--- config.mk ---
export PLATFORM = sky130hd
export DESIGN_NAME = adc_host_ctrl
export DESIGN_NICKNAME = d
export VERILOG_FILES = /design/src/rtl/adc_host_pkg.sv /design/src/rtl/adc_int_sync.sv /design/src/rtl/adc_span_timer.sv /design/src/rtl/adc_seq_fsm.sv /design/src/rtl/adc_out_stage.sv /design/src/rtl/adc_host_ctrl.sv
export SDC_FILE = /design/constraint.sdc
export NUM_CORES = 1
export LEC_CHECK = 0
export BUFFER_PORTS_ARGS = -buffer_cell sky130_fd_sc_hd__buf_2
export CAP_MARGIN = 40
export CORE_ASPECT_RATIO = 2
export CORE_UTILIZATION = 56
export CTS_CLUSTER_SIZE = 40
export DETAILED_ROUTE_END_ITERATION = 7
export PLACE_DENSITY = 0.8
export SETUP_SLACK_MARGIN = 0.1
export SLEW_MARGIN = 20
export SYNTH_ARGS = -nofsm -noshare
export SYNTH_HDL_FRONTEND = slang
export SYNTH_SLANG_ARGS = --single-unit
--- constraint.sdc ---
create_clock -name clk -period 2.73 [get_ports clk]
set_input_delay 0.546 -clock clk [delete_from_list [all_inputs] [get_ports clk]]
set_output_delay 0.546 -clock clk [all_outputs]
set_load 0.1 [all_outputs]
--- src/rtl/adc_host_pkg.sv ---
// Shared types and helpers for the parallel ADC sampling sequencer.
// Assumes all timing parameters are given in whole nanoseconds.
package adc_host_pkg;

    typedef enum logic [2:0] {
        ST_IDLE,
        ST_START,
        ST_WAIT,
        ST_READ,
        ST_RELEASE
    } seq_state_t;

    // Whole cycles that cover a time in ns, never fewer than one.
    function automatic int cycles_for(input int t_ns, input int clk_ns);
        int c;
        c = (t_ns + clk_ns - 1) / clk_ns;
        return (c < 1) ? 1 : c;
    endfunction

endpackage

--- src/rtl/adc_int_sync.sv ---
// Multi-stage synchronizer for the converter's asynchronous status line.
// Assumes the line idles high; the reset value is high so no false event is seen.
module adc_int_sync #(
    parameter int STAGES = 2
) (
    input  logic clk,
    input  logic rst_n,
    input  logic async_n,
    output logic sync_n
);

    logic [STAGES-1:0] chain;

    generate
        for (genvar i = 0; i < STAGES; i++) begin : g_stage
            if (i == 0) begin : g_first
                // First stage samples the asynchronous line.
                always_ff @(posedge clk) begin
                    if (!rst_n) chain[0] <= 1'b1;
                    else        chain[0] <= async_n;
                end
            end else begin : g_next
                // Later stages settle the sampled value.
                always_ff @(posedge clk) begin
                    if (!rst_n) chain[i] <= 1'b1;
                    else        chain[i] <= chain[i-1];
                end
            end
        end
    endgenerate

    assign sync_n = chain[STAGES-1];

endmodule

--- src/rtl/adc_span_timer.sv ---
// Saturating cycle counter that reports when a span of at least `limit` cycles
// has passed since `restart`. It resets to full scale, so a span counts as
// already elapsed at start-up. `saturate` forces full scale.
module adc_span_timer #(
    parameter int W = 16
) (
    input  logic         clk,
    input  logic         rst_n,
    input  logic         restart,
    input  logic         saturate,
    input  logic [W-1:0] limit,
    output logic         reached
);

    localparam logic [W-1:0] FULL = {W{1'b1}};

    logic [W-1:0] count;

    // Counts cycles since the last restart and stops at full scale.
    always_ff @(posedge clk) begin
        if (!rst_n)                count <= FULL;
        else if (restart)          count <= W'(1);
        else if (saturate)         count <= FULL;
        else if (count != FULL)    count <= count + W'(1);
    end

    assign reached = (count >= limit);

endmodule

--- src/rtl/adc_seq_fsm.sv ---
// Conversion and read sequencer. It issues a start pulse, waits for the
// synchronized end-of-conversion, performs a read of fixed length and waits for
// the status line to return high. It assumes `int_low` is already synchronized.
// The strobe outputs are registered from the next state, so they do not glitch.
module adc_seq_fsm
    import adc_host_pkg::*;
#(
    parameter int START_CYC = 3,
    parameter int ACC_CYC   = 10,
    parameter int TMO_W     = 16
) (
    input  logic             clk,
    input  logic             rst_n,
    input  logic             enable,
    input  logic             period_done,
    input  logic             gap_done,
    input  logic             int_low,
    input  logic [TMO_W-1:0] tmo_limit,
    output logic             cnv_n,
    output logic             cs_n,
    output logic             rd_n,
    output logic             start_issue,
    output logic             capture,
    output logic             int_seen,
    output logic             tmo_fire
);

    localparam int MAXC  = (START_CYC > ACC_CYC) ? START_CYC : ACC_CYC;
    localparam int CNT_W = $clog2(MAXC + 1);
    localparam logic [CNT_W-1:0] START_LAST = CNT_W'(START_CYC - 1);
    localparam logic [CNT_W-1:0] ACC_LAST   = CNT_W'(ACC_CYC - 1);

    seq_state_t       state, nxt;
    logic [CNT_W-1:0] cnt, cnt_nxt;
    logic [TMO_W-1:0] tcnt, tcnt_nxt;
    logic             cnv_q, cs_q, rd_q;

    assign start_issue = (state == ST_IDLE) && enable && period_done && gap_done && !int_low;
    assign capture     = (state == ST_READ) && (cnt == ACC_LAST);
    assign int_seen    = (state == ST_WAIT) && int_low;
    assign tmo_fire    = (state == ST_WAIT) && !int_low && (tcnt >= tmo_limit);

    // Next-state and counter logic for one sample.
    always_comb begin
        nxt      = state;
        cnt_nxt  = cnt;
        tcnt_nxt = tcnt;
        if (!enable) begin
            nxt      = ST_IDLE;
            cnt_nxt  = '0;
            tcnt_nxt = '0;
        end else begin
            unique case (state)
                ST_IDLE: begin
                    if (start_issue) begin
                        nxt     = ST_START;
                        cnt_nxt = '0;
                    end
                end
                ST_START: begin
                    if (cnt == START_LAST) begin
                        nxt      = ST_WAIT;
                        tcnt_nxt = '0;
                    end else begin
                        cnt_nxt = cnt + CNT_W'(1);
                    end
                end
                ST_WAIT: begin
                    if (int_low) begin
                        nxt     = ST_READ;
                        cnt_nxt = '0;
                    end else if (tmo_fire) begin
                        nxt = ST_IDLE;
                    end else begin
                        tcnt_nxt = tcnt + TMO_W'(1);
                    end
                end
                ST_READ: begin
                    if (cnt == ACC_LAST) nxt = ST_RELEASE;
                    else                 cnt_nxt = cnt + CNT_W'(1);
                end
                ST_RELEASE: begin
                    if (!int_low) nxt = ST_IDLE;
                end
                default: nxt = ST_IDLE;
            endcase
        end
    end

    // State, counters and registered strobes.
    always_ff @(posedge clk) begin
        if (!rst_n) begin
            state <= ST_IDLE;
            cnt   <= '0;
            tcnt  <= '0;
            cnv_q <= 1'b1;
            cs_q  <= 1'b1;
            rd_q  <= 1'b1;
        end else begin
            state <= nxt;
            cnt   <= cnt_nxt;
            tcnt  <= tcnt_nxt;
            cnv_q <= (nxt != ST_START);
            cs_q  <= (nxt != ST_READ);
            rd_q  <= (nxt != ST_READ);
        end
    end

    assign cnv_n = cnv_q;
    assign cs_n  = cs_q;
    assign rd_n  = rd_q;

    AST_START_HOLD: assert property (@(posedge clk) disable iff (!rst_n) (state == ST_START && cnt != START_LAST && enable) |=> !cnv_n);
    AST_READ_HOLD: assert property (@(posedge clk) disable iff (!rst_n) (state == ST_READ && cnt != ACC_LAST && enable) |=> !rd_n);
    AST_READ_AFTER_INT: assert property (@(posedge clk) disable iff (!rst_n) $fell(rd_n) |-> $past(int_low));
    AST_ARMED_START: assert property (@(posedge clk) disable iff (!rst_n) $fell(cnv_n) |-> $past(!int_low));

endmodule

--- src/rtl/adc_out_stage.sv ---
// Single-slot result register on a valid/ready stream. It sign-extends the
// converter word. A capture that arrives while the slot is held and not
// accepted is dropped, and a sticky overflow flag records it.
module adc_out_stage #(
    parameter int IN_W  = 12,
    parameter int OUT_W = 16
) (
    input  logic             clk,
    input  logic             rst_n,
    input  logic             capture,
    input  logic [IN_W-1:0]  din,
    input  logic             m_ready,
    output logic             m_valid,
    output logic [OUT_W-1:0] m_data,
    output logic             overflow
);

    logic [OUT_W-1:0] wide;
    logic             valid_q, ovf_q;
    logic [OUT_W-1:0] data_q;

    generate
        if (OUT_W > IN_W) begin : g_ext
            assign wide = {{(OUT_W - IN_W){din[IN_W-1]}}, din};
        end else begin : g_same
            assign wide = din[OUT_W-1:0];
        end
    endgenerate

    // Loads, drains or drops results and tracks the overflow flag.
    always_ff @(posedge clk) begin
        if (!rst_n) begin
            valid_q <= 1'b0;
            data_q  <= '0;
            ovf_q   <= 1'b0;
        end else if (capture) begin
            if (valid_q && !m_ready) begin
                ovf_q <= 1'b1;
            end else begin
                valid_q <= 1'b1;
                data_q  <= wide;
            end
        end else if (valid_q && m_ready) begin
            valid_q <= 1'b0;
        end
    end

    assign m_valid  = valid_q;
    assign m_data   = data_q;
    assign overflow = ovf_q;

    AST_HOLD_STABLE: assert property (@(posedge clk) disable iff (!rst_n) (m_valid && !m_ready) |=> (m_valid && $stable(m_data)));
    AST_OVF_STICKY: assert property (@(posedge clk) disable iff (!rst_n) overflow |=> overflow);
    AST_DROP_FLAGS: assert property (@(posedge clk) disable iff (!rst_n) (capture && m_valid && !m_ready) |=> overflow);

endmodule

--- src/rtl/adc_host_ctrl.sv ---
// Host-side sampling controller for a parallel 12-bit converter run with
// separate start and read strobes. It turns the nanosecond timing limits into
// cycle counts (rounded up), paces starts by `period`, enforces the acquisition
// gap and streams sign-extended results. It assumes `adc_data` holds its value
// while the read strobes are low.
module adc_host_ctrl
    import adc_host_pkg::*;
#(
    parameter int CLK_NS      = 10,
    parameter int T_STARTPW_NS = 30,
    parameter int T_ACCESS_NS = 100,
    parameter int T_ACQ_NS    = 350,
    parameter int RES_W       = 12,
    parameter int OUT_W       = 16,
    parameter int PERIOD_W    = 16,
    parameter int TMO_W       = 16,
    parameter int SYNC_STAGES = 2
) (
    input  logic                clk,
    input  logic                rst_n,
    input  logic                enable,
    input  logic [PERIOD_W-1:0] period,
    input  logic [TMO_W-1:0]    timeout_limit,
    output logic                adc_convst_n,
    output logic                adc_cs_n,
    output logic                adc_rd_n,
    input  logic                adc_int_n,
    input  logic [RES_W-1:0]    adc_data,
    output logic                m_valid,
    input  logic                m_ready,
    output logic [OUT_W-1:0]    m_data,
    output logic                overflow,
    output logic                timeout_err
);

    localparam int START_CYC = cycles_for(T_STARTPW_NS, CLK_NS);
    localparam int ACC_CYC   = cycles_for(T_ACCESS_NS, CLK_NS);
    localparam int ACQ_CYC   = cycles_for(T_ACQ_NS, CLK_NS);
    localparam int GAP_W     = $clog2(ACQ_CYC + 1) + 1;

    logic int_sync_n;
    logic period_done, gap_done;
    logic start_issue, capture, int_seen, tmo_fire;
    logic err_q;

    adc_int_sync #(.STAGES(SYNC_STAGES)) u_sync (
        .clk     (clk),
        .rst_n   (rst_n),
        .async_n (adc_int_n),
        .sync_n  (int_sync_n)
    );

    adc_span_timer #(.W(PERIOD_W)) u_pace (
        .clk      (clk),
        .rst_n    (rst_n),
        .restart  (start_issue),
        .saturate (!enable),
        .limit    (period),
        .reached  (period_done)
    );

    adc_span_timer #(.W(GAP_W)) u_acq (
        .clk      (clk),
        .rst_n    (rst_n),
        .restart  (int_seen || tmo_fire),
        .saturate (1'b0),
        .limit    (GAP_W'(ACQ_CYC)),
        .reached  (gap_done)
    );

    adc_seq_fsm #(
        .START_CYC (START_CYC),
        .ACC_CYC   (ACC_CYC),
        .TMO_W     (TMO_W)
    ) u_fsm (
        .clk         (clk),
        .rst_n       (rst_n),
        .enable      (enable),
        .period_done (period_done),
        .gap_done    (gap_done),
        .int_low     (!int_sync_n),
        .tmo_limit   (timeout_limit),
        .cnv_n       (adc_convst_n),
        .cs_n        (adc_cs_n),
        .rd_n        (adc_rd_n),
        .start_issue (start_issue),
        .capture     (capture),
        .int_seen    (int_seen),
        .tmo_fire    (tmo_fire)
    );

    adc_out_stage #(.IN_W(RES_W), .OUT_W(OUT_W)) u_out (
        .clk      (clk),
        .rst_n    (rst_n),
        .capture  (capture),
        .din      (adc_data),
        .m_ready  (m_ready),
        .m_valid  (m_valid),
        .m_data   (m_data),
        .overflow (overflow)
    );

    // Sticky record of a conversion that never signalled completion.
    always_ff @(posedge clk) begin
        if (!rst_n)        err_q <= 1'b0;
        else if (tmo_fire) err_q <= 1'b1;
    end

    assign timeout_err = err_q;

    AST_CONV_EXCL: assert property (@(posedge clk) disable iff (!rst_n) !adc_convst_n |-> (adc_cs_n && adc_rd_n));
    AST_CS_RD_PAIR: assert property (@(posedge clk) disable iff (!rst_n) adc_cs_n == adc_rd_n);
    AST_START_GAP: assert property (@(posedge clk) disable iff (!rst_n) $fell(adc_convst_n) |-> gap_done);
    AST_DIS_QUIET: assert property (@(posedge clk) disable iff (!rst_n) !$past(enable) |-> (adc_convst_n && adc_cs_n && adc_rd_n));
    AST_ERR_STICKY: assert property (@(posedge clk) disable iff (!rst_n) timeout_err |=> timeout_err);

endmodule

==> impl_metrics.py <==
metrics = {
    "status": {
        "status": "finished, final reports clean",
    },
    "drt": {
        "post_drt_wl_per_cell_um": 14.3,
        "ant_nets": 0,
        "drcViolationCount": 0,
        "dr.pass1.iters": 5,
        "vias": 3446,
        "wirelength_mm": 8.88,
        "drt_iter0_markers": 152,
        "via_per_inst": 5.53,
    },
    "clock_tree": {
        "clockBufferDepth": 2,
        "hold_buffers": 0,
        "clk-insertion-delay-late_ns": 0.34,
        "clk_pin_slew_ns": 0.06,
        "cts_sinks": 65,
        "htree_levels": 3,
        "cts_root_buf": "clkbuf_16",
        "cts_tree": "yes",
        "cts_buffers": 9,
    },
    "layout": {
        "drive_gt1_frac": 0.209,
        "multi_input_area_um2": 2330,
        "final-seq-area_um2": 1300,
        "fillers": 547,
        "nNetsFinal": 617,
        "diodes": 0,
        "syn_to_final_growth_pct": 18.9,
    },
    "die": {
        "die_area_um2": 7270,
        "initial_core_util": 0.585,
        "ioPinCount": 71,
        "rows": 42,
        "die_y_um": 120,
        "core_area_um2": 6620,
        "die_w_um": 60.8,
    },
    "sta": {
        "worstMarginPinSlew_ns": 0.588,
        "hold_viol": 0,
        "fin_crit_sh": 0.919,
        "finalSetupViolations": 0,
        "rsz0062_at_grt": "true",
        "fin_crit_ns": 2.51,
        "skew_ns": 0.00879,
        "max_freq_mhz": 398,
        "slew_violations": 0,
        "whs_ns": 0.390,
        "max-slew-margin-rel": 0.607,
        "timing.final.ws_setup_ns": 0.220,
    },
    "setup_path": {
        "critPathMaxFanout": 5,
        "end_kind": "flip-flop",
        "arrival_ns": 2.77,
        "r2r_slack_ns": 0.22,
        "startpoint_type": "flip-flop",
        "critical_path_class": "flip-flop to flip-flop",
        "cp.required_ns": 2.99,
    },
    "placed_design": {
        "place_ws_ns": -0.0757,
        "dp_hpwl_mm": 6.77,
        "port_buffers": 70,
        "place_congestion": 0.890,
    },
    "pwr": {
        "switchingPower_uw": 966,
        "pwr-share-comb": 0.248,
        "power_density_nw_per_um2": 654,
        "p_clk_frac": 0.363,
        "power_frac_seq": 0.389,
        "p_sw_frac": 0.320,
        "leakage_uw": 0.00211,
        "internal_power_uw": 2050,
        "vdd_drop_max_mv": 0.600,
    },
    "grt": {
        "grtUsageMet1": 0.239,
        "met2_usage": 0.498,
        "grt_pass1_vias": 3458,
        "grt_pass1_wl_mm": 14.5,
        "grt.overflow.total": 0,
        "busiest_layer": "met2",
        "grt_max_degree": 21,
        "use_met3": 0.0625,
        "antenna_found_initial": 0,
        "track_usage": 0.266,
    },
    "yosys": {
        "synthArstFlopShare": 0,
        "postSynthAreaPerCell_um2": 8.45,
        "synth.yosys.seq_area_share": 0.336,
        "ys_types": 52,
        "netlist_instances": 458,
        "synth_edf_count": 0,
        "ys_seq_elements": 65,
        "synth_most_common_cell": "dfxtp_1",
        "synth.largest_area_cell": "dfxtp_1",
        "synth_ff_type": "dfxtp_1",
        "synthTopCellsByArea": "dfxtp_1 (34%), ha_1 (12%), mux2i_1 (5.4%)",
        "yosysWarnings": 0,
        "synth_nets": 545,
        "synth_commonest_cells": "dfxtp_1 (65), nand2_1 (42), inv_1 (41)",
        "syn_area_um2": 3870,
        "yosys.area.top_type_share": 0.336,
    },
    "run": {
        "cap_violations": 0,
    },
    "worst_hold_path": {
        "hp-class": "input pin to flip-flop",
    },
}
-- metal layers --
layer / vias to the layer above / wire length (µm)
li1: 1724 / -
met1: 1619 / 3220
met2: 80 / 5100
met3: 23 / 250
met4: 0 / 310
met5: - / 0
-- logic make-up after synthesis --
logic type | count (synthesis) | share of synthesized area
xor gates and xnor gates | 20 | 0.0452
adders and majority gates | 38 | 0.123
muxes | 21 | 0.0543
AOI/OAI and AO/OA | 94 | 0.161
DFF | 65 | 0.336
buffers and inverters | 59 | 0.0633
and+or+nand+nor | 161 | 0.218
-- worst paths after layout --
check,start,end,depth (start not counted)
min,adc_int_n,u_sync.chain[0]$_SDFF_PN1_,2
max,u_fsm.tcnt[0]$_SDFFE_PN0P_,u_fsm.tcnt[15]$_SDFFE_PN0P_,9
max reg2reg,u_fsm.tcnt[0]$_SDFFE_PN0P_,u_fsm.tcnt[15]$_SDFFE_PN0P_,9
min reg2reg,u_sync.chain[0]$_SDFF_PN1_,u_sync.sync_n$_SDFF_PN1_,1
-- flip-flops by register name, summed over array words and instances (netlist names) --
register,count
u_fsm.tcnt,16
u_pace.count,16
u_out.m_data,12
u_acq.count,7
u_fsm.cnt,4
u_fsm.state,3
timeout_err,1
u_fsm.cnv_n,1
u_fsm.cs_n,1
u_out.m_valid,1
u_out.overflow,1
u_sync.chain,1
u_sync.sync_n,1
-- final cells by class --
cell class	count	area share
Clock buffer	10	0.0519
Tap cell	88	0.0239
Multi-Input combinational cell	334	0.507
Clock inverter	6	0.0103
Sequential cell	65	0.283
Timing Repair Buffer	79	0.0908
Inverter	41	0.0334
-- worst max-delay path, cell delays in order, from the launching register on --
cell and delay [ns]:
dfxtp_2 0.38, inv_1 0.05, ha_1 0.25, nand2b_1 0.14, a2111o_1 0.41, a311oi_2 0.29
o211ai_1 0.15, and2_4 0.22, nor4b_2 0.30, mux2i_1 0.23
-- stage by stage --
stage	power [µW]	TNS [ns]	instances	util	cell area, µm²
final	3010	0	623	0.695	4600
after global routing	3190	0	623	0.695	4600
after CTS	3020	0	621	0.693	4590
after detailed placement	1920	-0.313	605	0.649	4300
after global placement	1900	-0.0127	605	0.649	4300
after floorplan	1750	0	458	-	3870
-- placed cells by master, fill, tap and decap left out, types with 10 or more instances in the layout --
cell,count
dfxtp_1,64
o21ai_0,10
nand2_1,42
ha_1,38
o21ai_1,23
buf_2,70
nor2_1,31
mux2i_1,21
nand2b_1,14
a21oi_1,27
inv_1,41
xnor2_1,13
nor2b_1,16
-- what timing repair did --
action / 4_1_cts / 5_1_grt
setup endpoints to repair: 0 / 16
gates resized for setup: 0 / 2
buffers inserted: 0 / 2
-- power groups by stage --
| stage | logic, µW | registers [µW] | clock network (µW) |
|---|---|---|---|
| floorplan | 586 | 1160 | 0 |
| global placement | 712 | 1180 | 0 |
| detailed placement | 735 | 1190 | 0 |
| CTS | 751 | 1170 | 1100 |
| global route | 847 | 1190 | 1150 |
| finish | 747 | 1170 | 1090 |
(Power assumes the default switching activity.)
